**src/rtl/gmp_pkg.sv**
```systemverilog
package gmp_pkg;
   localparam int unsigned PIN_W    = 8;
   localparam int unsigned ADDR_W   = 12;
   localparam int unsigned BUS_W    = 32;
   localparam logic [ADDR_W-1:0] OFS_DIR = 12'h400;
   localparam logic [ADDR_W-1:0] OFS_ALT = 12'h404;
   localparam logic [ADDR_W-1:0] OFS_DEN = 12'h408;

   typedef struct packed {
      logic [PIN_W-1:0] dir;
      logic [PIN_W-1:0] alt;
      logic [PIN_W-1:0] den;
   } gmp_ctrl_t;
endpackage

```
**src/rtl/gmp_sync.sv**
```systemverilog
module gmp_sync #(
   parameter int unsigned W      = 8,
   parameter int unsigned STAGES = 2
) (
   input  logic         clk,
   input  logic         rst_n,
   input  logic [W-1:0] d,
   output logic [W-1:0] q
);
   logic [W-1:0] stg [STAGES];

   always_ff @(posedge clk or negedge rst_n) begin
      if (!rst_n) begin
         for (int i = 0; i < int'(STAGES); i++) stg[i] <= '0;
      end else begin
         stg[0] <= d;
         for (int i = 1; i < int'(STAGES); i++) stg[i] <= stg[i-1];
      end
   end

   assign q = stg[STAGES-1];
endmodule

```
**src/rtl/gmp_regs.sv**
```systemverilog
module gmp_regs
   import gmp_pkg::*;
#(
   parameter int unsigned NPIN  = 8,
   parameter int unsigned AW    = 12,
   parameter int unsigned DW    = 32
) (
   input  logic            clk,
   input  logic            rst_n,
   input  logic            bus_valid,
   input  logic            bus_write,
   input  logic [AW-1:0]   bus_addr,
   input  logic [DW-1:0]   bus_wdata,
   output logic [DW-1:0]   bus_rdata,
   input  logic [NPIN-1:0] pad_sync,
   output gmp_ctrl_t       ctrl,
   output logic [NPIN-1:0] latch_q
);
   localparam int unsigned MASK_LO = 2;
   localparam int unsigned MASK_HI = MASK_LO + NPIN - 1;
   localparam int unsigned WIN_BIT = MASK_HI + 1;

   logic            in_window;
   logic [NPIN-1:0] acc_mask;
   logic            wr_data, wr_dir, wr_alt, wr_den, rd_any;
   logic [NPIN-1:0] level;
   logic [NPIN-1:0] rd_byte;

   assign in_window = (bus_addr[AW-1:WIN_BIT] == '0);
   assign acc_mask  = bus_addr[MASK_HI:MASK_LO];
   assign wr_data   = bus_valid && bus_write && in_window;
   assign wr_dir    = bus_valid && bus_write && (bus_addr == OFS_DIR);
   assign wr_alt    = bus_valid && bus_write && (bus_addr == OFS_ALT);
   assign wr_den    = bus_valid && bus_write && (bus_addr == OFS_DEN);
   assign rd_any    = bus_valid && !bus_write;

   always_ff @(posedge clk or negedge rst_n) begin
      if (!rst_n) begin
         ctrl <= '0;
      end else begin
         if (wr_dir) ctrl.dir <= bus_wdata[NPIN-1:0];
         if (wr_alt) ctrl.alt <= bus_wdata[NPIN-1:0];
         if (wr_den) ctrl.den <= bus_wdata[NPIN-1:0];
      end
   end

   for (genvar b = 0; b < int'(NPIN); b++) begin : g_latch
      always_ff @(posedge clk or negedge rst_n) begin
         if (!rst_n)              latch_q[b] <= 1'b0;
         else if (!ctrl.dir[b])   latch_q[b] <= pad_sync[b];
         else if (wr_data && acc_mask[b]) latch_q[b] <= bus_wdata[b];
      end
      assign level[b] = (ctrl.dir[b] && !ctrl.alt[b]) ? latch_q[b] : pad_sync[b];
   end

   always_comb begin
      rd_byte = '0;
      if (in_window)                rd_byte = level & acc_mask & ctrl.den;
      else if (bus_addr == OFS_DIR) rd_byte = ctrl.dir;
      else if (bus_addr == OFS_ALT) rd_byte = ctrl.alt;
      else if (bus_addr == OFS_DEN) rd_byte = ctrl.den;
   end

   always_ff @(posedge clk or negedge rst_n) begin
      if (!rst_n)      bus_rdata <= '0;
      else if (rd_any) bus_rdata <= {{(DW-NPIN){1'b0}}, rd_byte};
   end
endmodule

```
**src/rtl/gmp_pinmux.sv**
```systemverilog
module gmp_pinmux
   import gmp_pkg::*;
#(
   parameter int unsigned NPIN = 8
) (
   input  gmp_ctrl_t       ctrl,
   input  logic [NPIN-1:0] latch_q,
   input  logic [NPIN-1:0] alt_out,
   input  logic [NPIN-1:0] alt_oe,
   output logic [NPIN-1:0] pin_out,
   output logic [NPIN-1:0] pin_oe
);
   for (genvar b = 0; b < int'(NPIN); b++) begin : g_pin
      assign pin_out[b] = ctrl.alt[b] ? alt_out[b] : latch_q[b];
      assign pin_oe[b]  = ctrl.den[b] && (ctrl.alt[b] ? alt_oe[b] : ctrl.dir[b]);
   end
endmodule

```
**src/rtl/gmp_port.sv**
```systemverilog
module gmp_port
   import gmp_pkg::*;
#(
   parameter int unsigned NPIN        = PIN_W,
   parameter int unsigned AW          = ADDR_W,
   parameter int unsigned DW          = BUS_W,
   parameter int unsigned SYNC_STAGES = 2
) (
   input  logic            clk,
   input  logic            rst_n,
   input  logic            bus_valid,
   input  logic            bus_write,
   input  logic [AW-1:0]   bus_addr,
   input  logic [DW-1:0]   bus_wdata,
   output logic [DW-1:0]   bus_rdata,
   input  logic [NPIN-1:0] pin_in,
   input  logic [NPIN-1:0] alt_out,
   input  logic [NPIN-1:0] alt_oe,
   output logic [NPIN-1:0] pin_out,
   output logic [NPIN-1:0] pin_oe
);
   if (NPIN != PIN_W) begin : g_bad_npin
      $error("gmp_port: NPIN must equal the 8-bit address mask width");
   end
   if (AW != ADDR_W) begin : g_bad_aw
      $error("gmp_port: AW must be 12 for the 4 KB window");
   end
   if (DW < NPIN) begin : g_bad_dw
      $error("gmp_port: DW must cover all pins");
   end
   if (SYNC_STAGES < 2) begin : g_bad_sync
      $error("gmp_port: SYNC_STAGES must be at least 2");
   end

   logic [NPIN-1:0] pad_sync;
   logic [NPIN-1:0] latch_q;
   gmp_ctrl_t       ctrl;

   gmp_sync #(.W(NPIN), .STAGES(SYNC_STAGES)) u_sync (
      .clk(clk), .rst_n(rst_n), .d(pin_in), .q(pad_sync)
   );

   gmp_regs #(.NPIN(NPIN), .AW(AW), .DW(DW)) u_regs (
      .clk(clk), .rst_n(rst_n),
      .bus_valid(bus_valid), .bus_write(bus_write),
      .bus_addr(bus_addr), .bus_wdata(bus_wdata), .bus_rdata(bus_rdata),
      .pad_sync(pad_sync), .ctrl(ctrl), .latch_q(latch_q)
   );

   gmp_pinmux #(.NPIN(NPIN)) u_mux (
      .ctrl(ctrl), .latch_q(latch_q),
      .alt_out(alt_out), .alt_oe(alt_oe),
      .pin_out(pin_out), .pin_oe(pin_oe)
   );
endmodule

```
**config.mk**
```make
export PLATFORM = sky130hd
export DESIGN_NAME = gmp_port
export DESIGN_NICKNAME = d
export VERILOG_FILES = /design/src/rtl/gmp_pkg.sv /design/src/rtl/gmp_sync.sv /design/src/rtl/gmp_regs.sv /design/src/rtl/gmp_pinmux.sv /design/src/rtl/gmp_port.sv
export SDC_FILE = /design/constraint.sdc
export NUM_CORES = 1
export LEC_CHECK = 0
export BUFFER_PORTS_ARGS = -buffer_cell sky130_fd_sc_hd__buf_2
export CORE_MARGIN = 10
export CORE_UTILIZATION = 48
export DETAILED_ROUTE_END_ITERATION = 16
export PLACE_DENSITY = 0.77
export REMOVE_ABC_BUFFERS = 1
export SYNTH_ARGS = -nofsm -noshare
export SYNTH_HDL_FRONTEND = slang
export SYNTH_SLANG_ARGS = --single-unit
```
**constraint.sdc**
```tcl
create_clock -name clk -period 1.7 [get_ports clk]
set_input_delay 0.255 -clock clk [delete_from_list [all_inputs] [get_ports clk]]
set_output_delay 0.255 -clock clk [all_outputs]
set_load 0.02 [all_outputs]
```
Yosys cells after proc, flatten, opt, wreduce, memory -nomap -nowiden

Index checks and enable logic that the tools add are counted.

Output and inout port bits: 48
Register bits: 56

Mux-type cells: 44
Equal/unequal tests: 11
Bitwise logic cells: 2
Reductions and logical operators: 40

Operator list:

| operator                                               | count |
|---|---|
| 2-to-1 mux 1 bit                                       | 40 |
| equality test 12 x 11 -> 1 bit (second input constant) | 3 |
| 2-to-1 mux 8 bit                                       | 4 |
| logical AND 1 bit                                      | 30 |
| AND 8 bit                                              | 2 |
| != test 2 bit (second input constant)                  | 8 |
| logical NOT 1 bit                                      | 9 |
| logical NOT 2 bit                                      | 1 |

Longest topological paths before layout

Word-level depth: 6
Gate-level depth with buffers: 6

Modules after synthesis

A second synthesis with hierarchy kept.

Cell total of the unflattened synthesis: 251
Area total of the unflattened synthesis: 2,915.3 sq um

By module, submodules not included:

| module     | times used | seq. area each (sq um) | area each (sq um) | cells an instance |
|---|---|---|---|---|
| gmp_regs   | 1          | 1,001.0                | 2,204.6           | 203 |
| gmp_sync   | 1          | 400.4                  | 460.4             | 24 |
| gmp_pinmux | 1          | 0.0                    | 250.2             | 24 |

Worst setup path after synthesis

No wires, ideal clock.

Path kind: input port to flip-flop
Start point: in bus_addr[7]
End point: reg, netlist name u_regs.ctrl[16]
Data required time: 1.575 ns
Path slack: 0.095 ns
Library setup time: 0.125 ns
Cell stages on the path: 5
Arrival time: 1.480 ns
Path buffers: 1
Path through: nor4_4 -> nand4_2 -> or3_1 -> buf_6 -> mux2_4

Word-level cells in the longest chain between the ends: 2

RTL lines:

| what                           | line           | RTL |
|---|---|---|
| start: declaration             | gmp_port.sv:13 | `input logic [AW-1:0] bus_addr,` |
| equality test 12 x 11 -> 1 bit | gmp_regs.sv:32 | `assign wr_dir = bus_valid && bus_write && (bus_addr == OFS_DIR);` |
| logical AND 1 bit              | gmp_regs.sv:32 |  |

Every way passes these cells.
A chain may end at the register's enable or synchronous reset.

Worst setup path in the final report

Start point: in bus_addr[7]
End point: reg, netlist name u_regs.ctrl[21]

Word-level cells in the longest chain between the ends: 2

RTL lines:

| what                           | line |
|---|---|
| equality test 12 x 11 -> 1 bit | gmp_regs.sv:32 |
| logical AND 1 bit              | gmp_regs.sv:32 |

Every way passes these cells.

==> results.md <==
- Leak: 1.755 nW
- Routed Antenna Nets: 0
- Internal: 0.001758 W
- DP HPWL: 5169 um
- FF/Latch Area: 0.001401 sq mm
- Highest routed layer: met4
- Antenna diode count: 0
- CP endpoint kind: flop
- Area added between synthesis and finish: 19.54%
- Crit path arrival time: 1.78 ns
- Sw Ratio: 0.2527
- Worst-skew pair later-pin latency: 0.30 ns
- RSZ-0062 raised after global routing: false
- # nets final: 406
- Row cnt: 28
- Routability cong.: 0.7630
- Total number of vias: 2099
- Final Critical Period: 1.590 ns
- Pre-CTS WS: -0.2245 ns
- Worst setup margin: 0.1101 ns
- Outcome: finished, final reports clean
- Post-synthesis cell area: 0.002855 sq mm
- Setup CP Type: input port to flop
- Sw power: 0.0005946 W
- Num CTS Buffers: 5
- Vias per cell: 5.120
- Synth Register Bits: 56
- Worst Skew: 0.005533 ns
- Bufs on Longest Clock Path: 2
- # IOs: 120
- Synth async-reset ratio: 1.000
- Post-synth EDFFs: 0
- Startpoint class of the critical path: input port
- Die height: 97.13 um
- Min Hold Slack: 0.05105 ns
- Fill cell count: 541
- Ys flop type: dfrtp_1
- PwrDens: 689.4 mW/mm^2
- Peak supply drop: 0.3605 mV
- Synthesized instance count: 247
- # port buffers: 71
- Met2 Routed Length: 3041 um
- Die width: 97.13 um
- Final slew viol count: 0
- Max-capacitance violation count: 0
- Initial Utilization: 0.4880
- H-tree depth: 2
- DR WL/cell: 16.19 um
- GRT Residual Overflow: 0
- Largest net degree at the start of global routing: 57
- Clk pwr share: 0.299
- Worst-path fanout max: 4
- Clock Pin Slew Worst Setup and Hold Paths: 0.09 ns
- Min-Delay Path Class: input port to flop
- Layout cell share with drive strength beyond 1: 0.3851
- Syn_area_per_cell: 11.56 sq um
- Die Footprint: 0.009433 sq mm
- Total track usage: 0.1408
- Drt initial violations: 133
- Max Freq: 629.0 MHz
- Sequential Power Share: 0.585
- Sinks on Clock Net: 56
- Comb pwr share: 0.115
- Synth area leader: dfrtp_1
- DRC violations left: 0
- First-pass DRT Iterations: 5
- M1 WL: 2943 um
- Total negative slack: 0 ns
- Yosys cell types: 29
- Multi-input gate area: 0.001328 sq mm
- Critical path required time: 1.89 ns
- Layout Cells excl Fill: 410
- Fin. Hold Viols: 0
- Root buf cell: clkbuf_8
- Syn. warnings: 0
- First-pass GRT wire length: 11160 um
- Final setup vio count: 0
- Met3 WL: 575 um
- Post-synth top area share: 0.4908
- Placed Cells: 401
- TritonCTS clock tree: yes
- Initial antenna violation count: 0
- Synth area leaders: dfrtp_1 49%, mux2i_1 8.4%, mux2_2 7.9%
- Final Cycle Share: 0.9352
- Sequential share of the synthesized area: 0.4908
- WL final: 6638 um
- Core area: 0.005851 sq mm
- Vias in the first global route: 2193
stage by stage:
stage	total power (W)	utilization	cell area, sq um
6_report	0.002353	0.5834	3413
5_1_grt	0.002466	0.5834	3413
4_1_cts	0.002373	0.5834	3413
3_5_place_dp	0.001673	0.5672	3318
3_3_place_gp	0.001667	0.5672	3318
2_1_floorplan	0.001515	-	2723
routing by layer:
| layer | track usage | vias up |
|---|---|---|
| met3 | 0.05334 | 10 |
| met4 | 0.03973 | 0 |
| met1 | 0.1794 | 1011 |
| met2 | 0.2171 | 87 |
| li1 | - | 991 |
| met5 | 0 | - |
power groups by stage:
| stage | Sequential (W) | Clock, W | Combinational [W] |
|---|---|---|---|
| global placement | 0.00140 | 0 | 0.000265 |
| detailed placement | 0.00140 | 0 | 0.000269 |
| finish | 0.00138 | 0.000705 | 0.000271 |
| CTS | 0.00138 | 0.000724 | 0.000271 |
| global route | 0.00138 | 0.000786 | 0.000298 |
| floorplan | 0.00140 | 0 | 0.000115 |
final timing paths:
path / from / endpoint / slack (ns) / depth (start not counted)
min in group asynchronous: rst_n / u_sync.stg[12]$_DFF_PN0_ / 0.46 / 3
setup / recovery: bus_addr[7] / u_regs.ctrl[21]$_DFFE_PN0P_ / 0.11 / 6
setup reg to reg: u_regs.ctrl[13]$_DFFE_PN0P_ / u_regs.bus_rdata[5]$_DFFE_PN0P_ / 0.33 / 4
hold / removal: pin_in[2] / u_sync.stg[10]$_DFF_PN0_ / 0.05 / 1
max in group asynchronous: rst_n / u_regs.latch_q[0]$_DFFE_PN0P_ / 0.98 / 3
hold reg to reg: u_sync.stg[12]$_DFF_PN0_ / u_sync.q[4]$_DFF_PN0_ / 0.35 / 0
synth_stat cells (5+ instances only):
cell type	instances
mux2_2	20
a21oi_1	14
clkbuf_1	5
o21ai_0	8
nand2_1	26
mux2_4	8
nor3_1	8
buf_4	24
a221o_1	8
nor2_1	10
dfrtp_1	56
nor2b_1	13
mux2i_1	24
worst max-delay path: stages:
cell,delay (ns)
buf_2,0.13
nor4_4,0.36
nand4_2,0.20
or3_1,0.36
buf_4,0.18
mux2_4,0.29
cells by family (layout without fill, tap and decap cells):
kind of cell	after synthesis	after routing	share of synthesized area
AO/OA/AOI/OAI	32	32	0.07187
AND/OR/NAND/NOR	70	70	0.1385
other	1	24	0.001313
flip-flops	56	56	0.4908
buffers and inverters	32	97	0.07668
multiplexers	56	56	0.2209
registers in the layout, summed over array words and instances (netlist names):
name / flops
u_regs.ctrl: 24
u_regs.bus_rdata: 8
u_regs.latch_q: 8
u_sync.q: 8
u_sync.stg: 8
repair_timing:
| item | CTS | global route |
|---|---|---|
| hold buffers | 1 | 0 |
| hold endpoints to repair | 56 | 0 |
| setup buffers | 0 | 0 |
| resized for setup | 0 | 0 |
layout make-up:
type,count,area share
Clock buffer,7,0.02236
Clock inverter,1,0.002566
Multi-Input combinational cell,182,0.3889
Sequential cell,56,0.4106
Tap cell,75,0.02749
Timing Repair Buffer,89,0.1481
cells in the final DEF (no fill, tap or decap), types with 3 or more instances in the layout:
master and count:
buf_2 71, dfrtp_1 56, nand2_1 26, mux2i_1 24, conb_1 24, mux2_2 20
buf_4 16, a21oi_1 14, nor2b_1 13, nor2_1 10, mux2_4 8, o21ai_0 8
nor3_1 8, a221o_1 8, clkbuf_8 5, mux2_1 4, nand2b_1 3
Power figures use the tool's default switching activity.
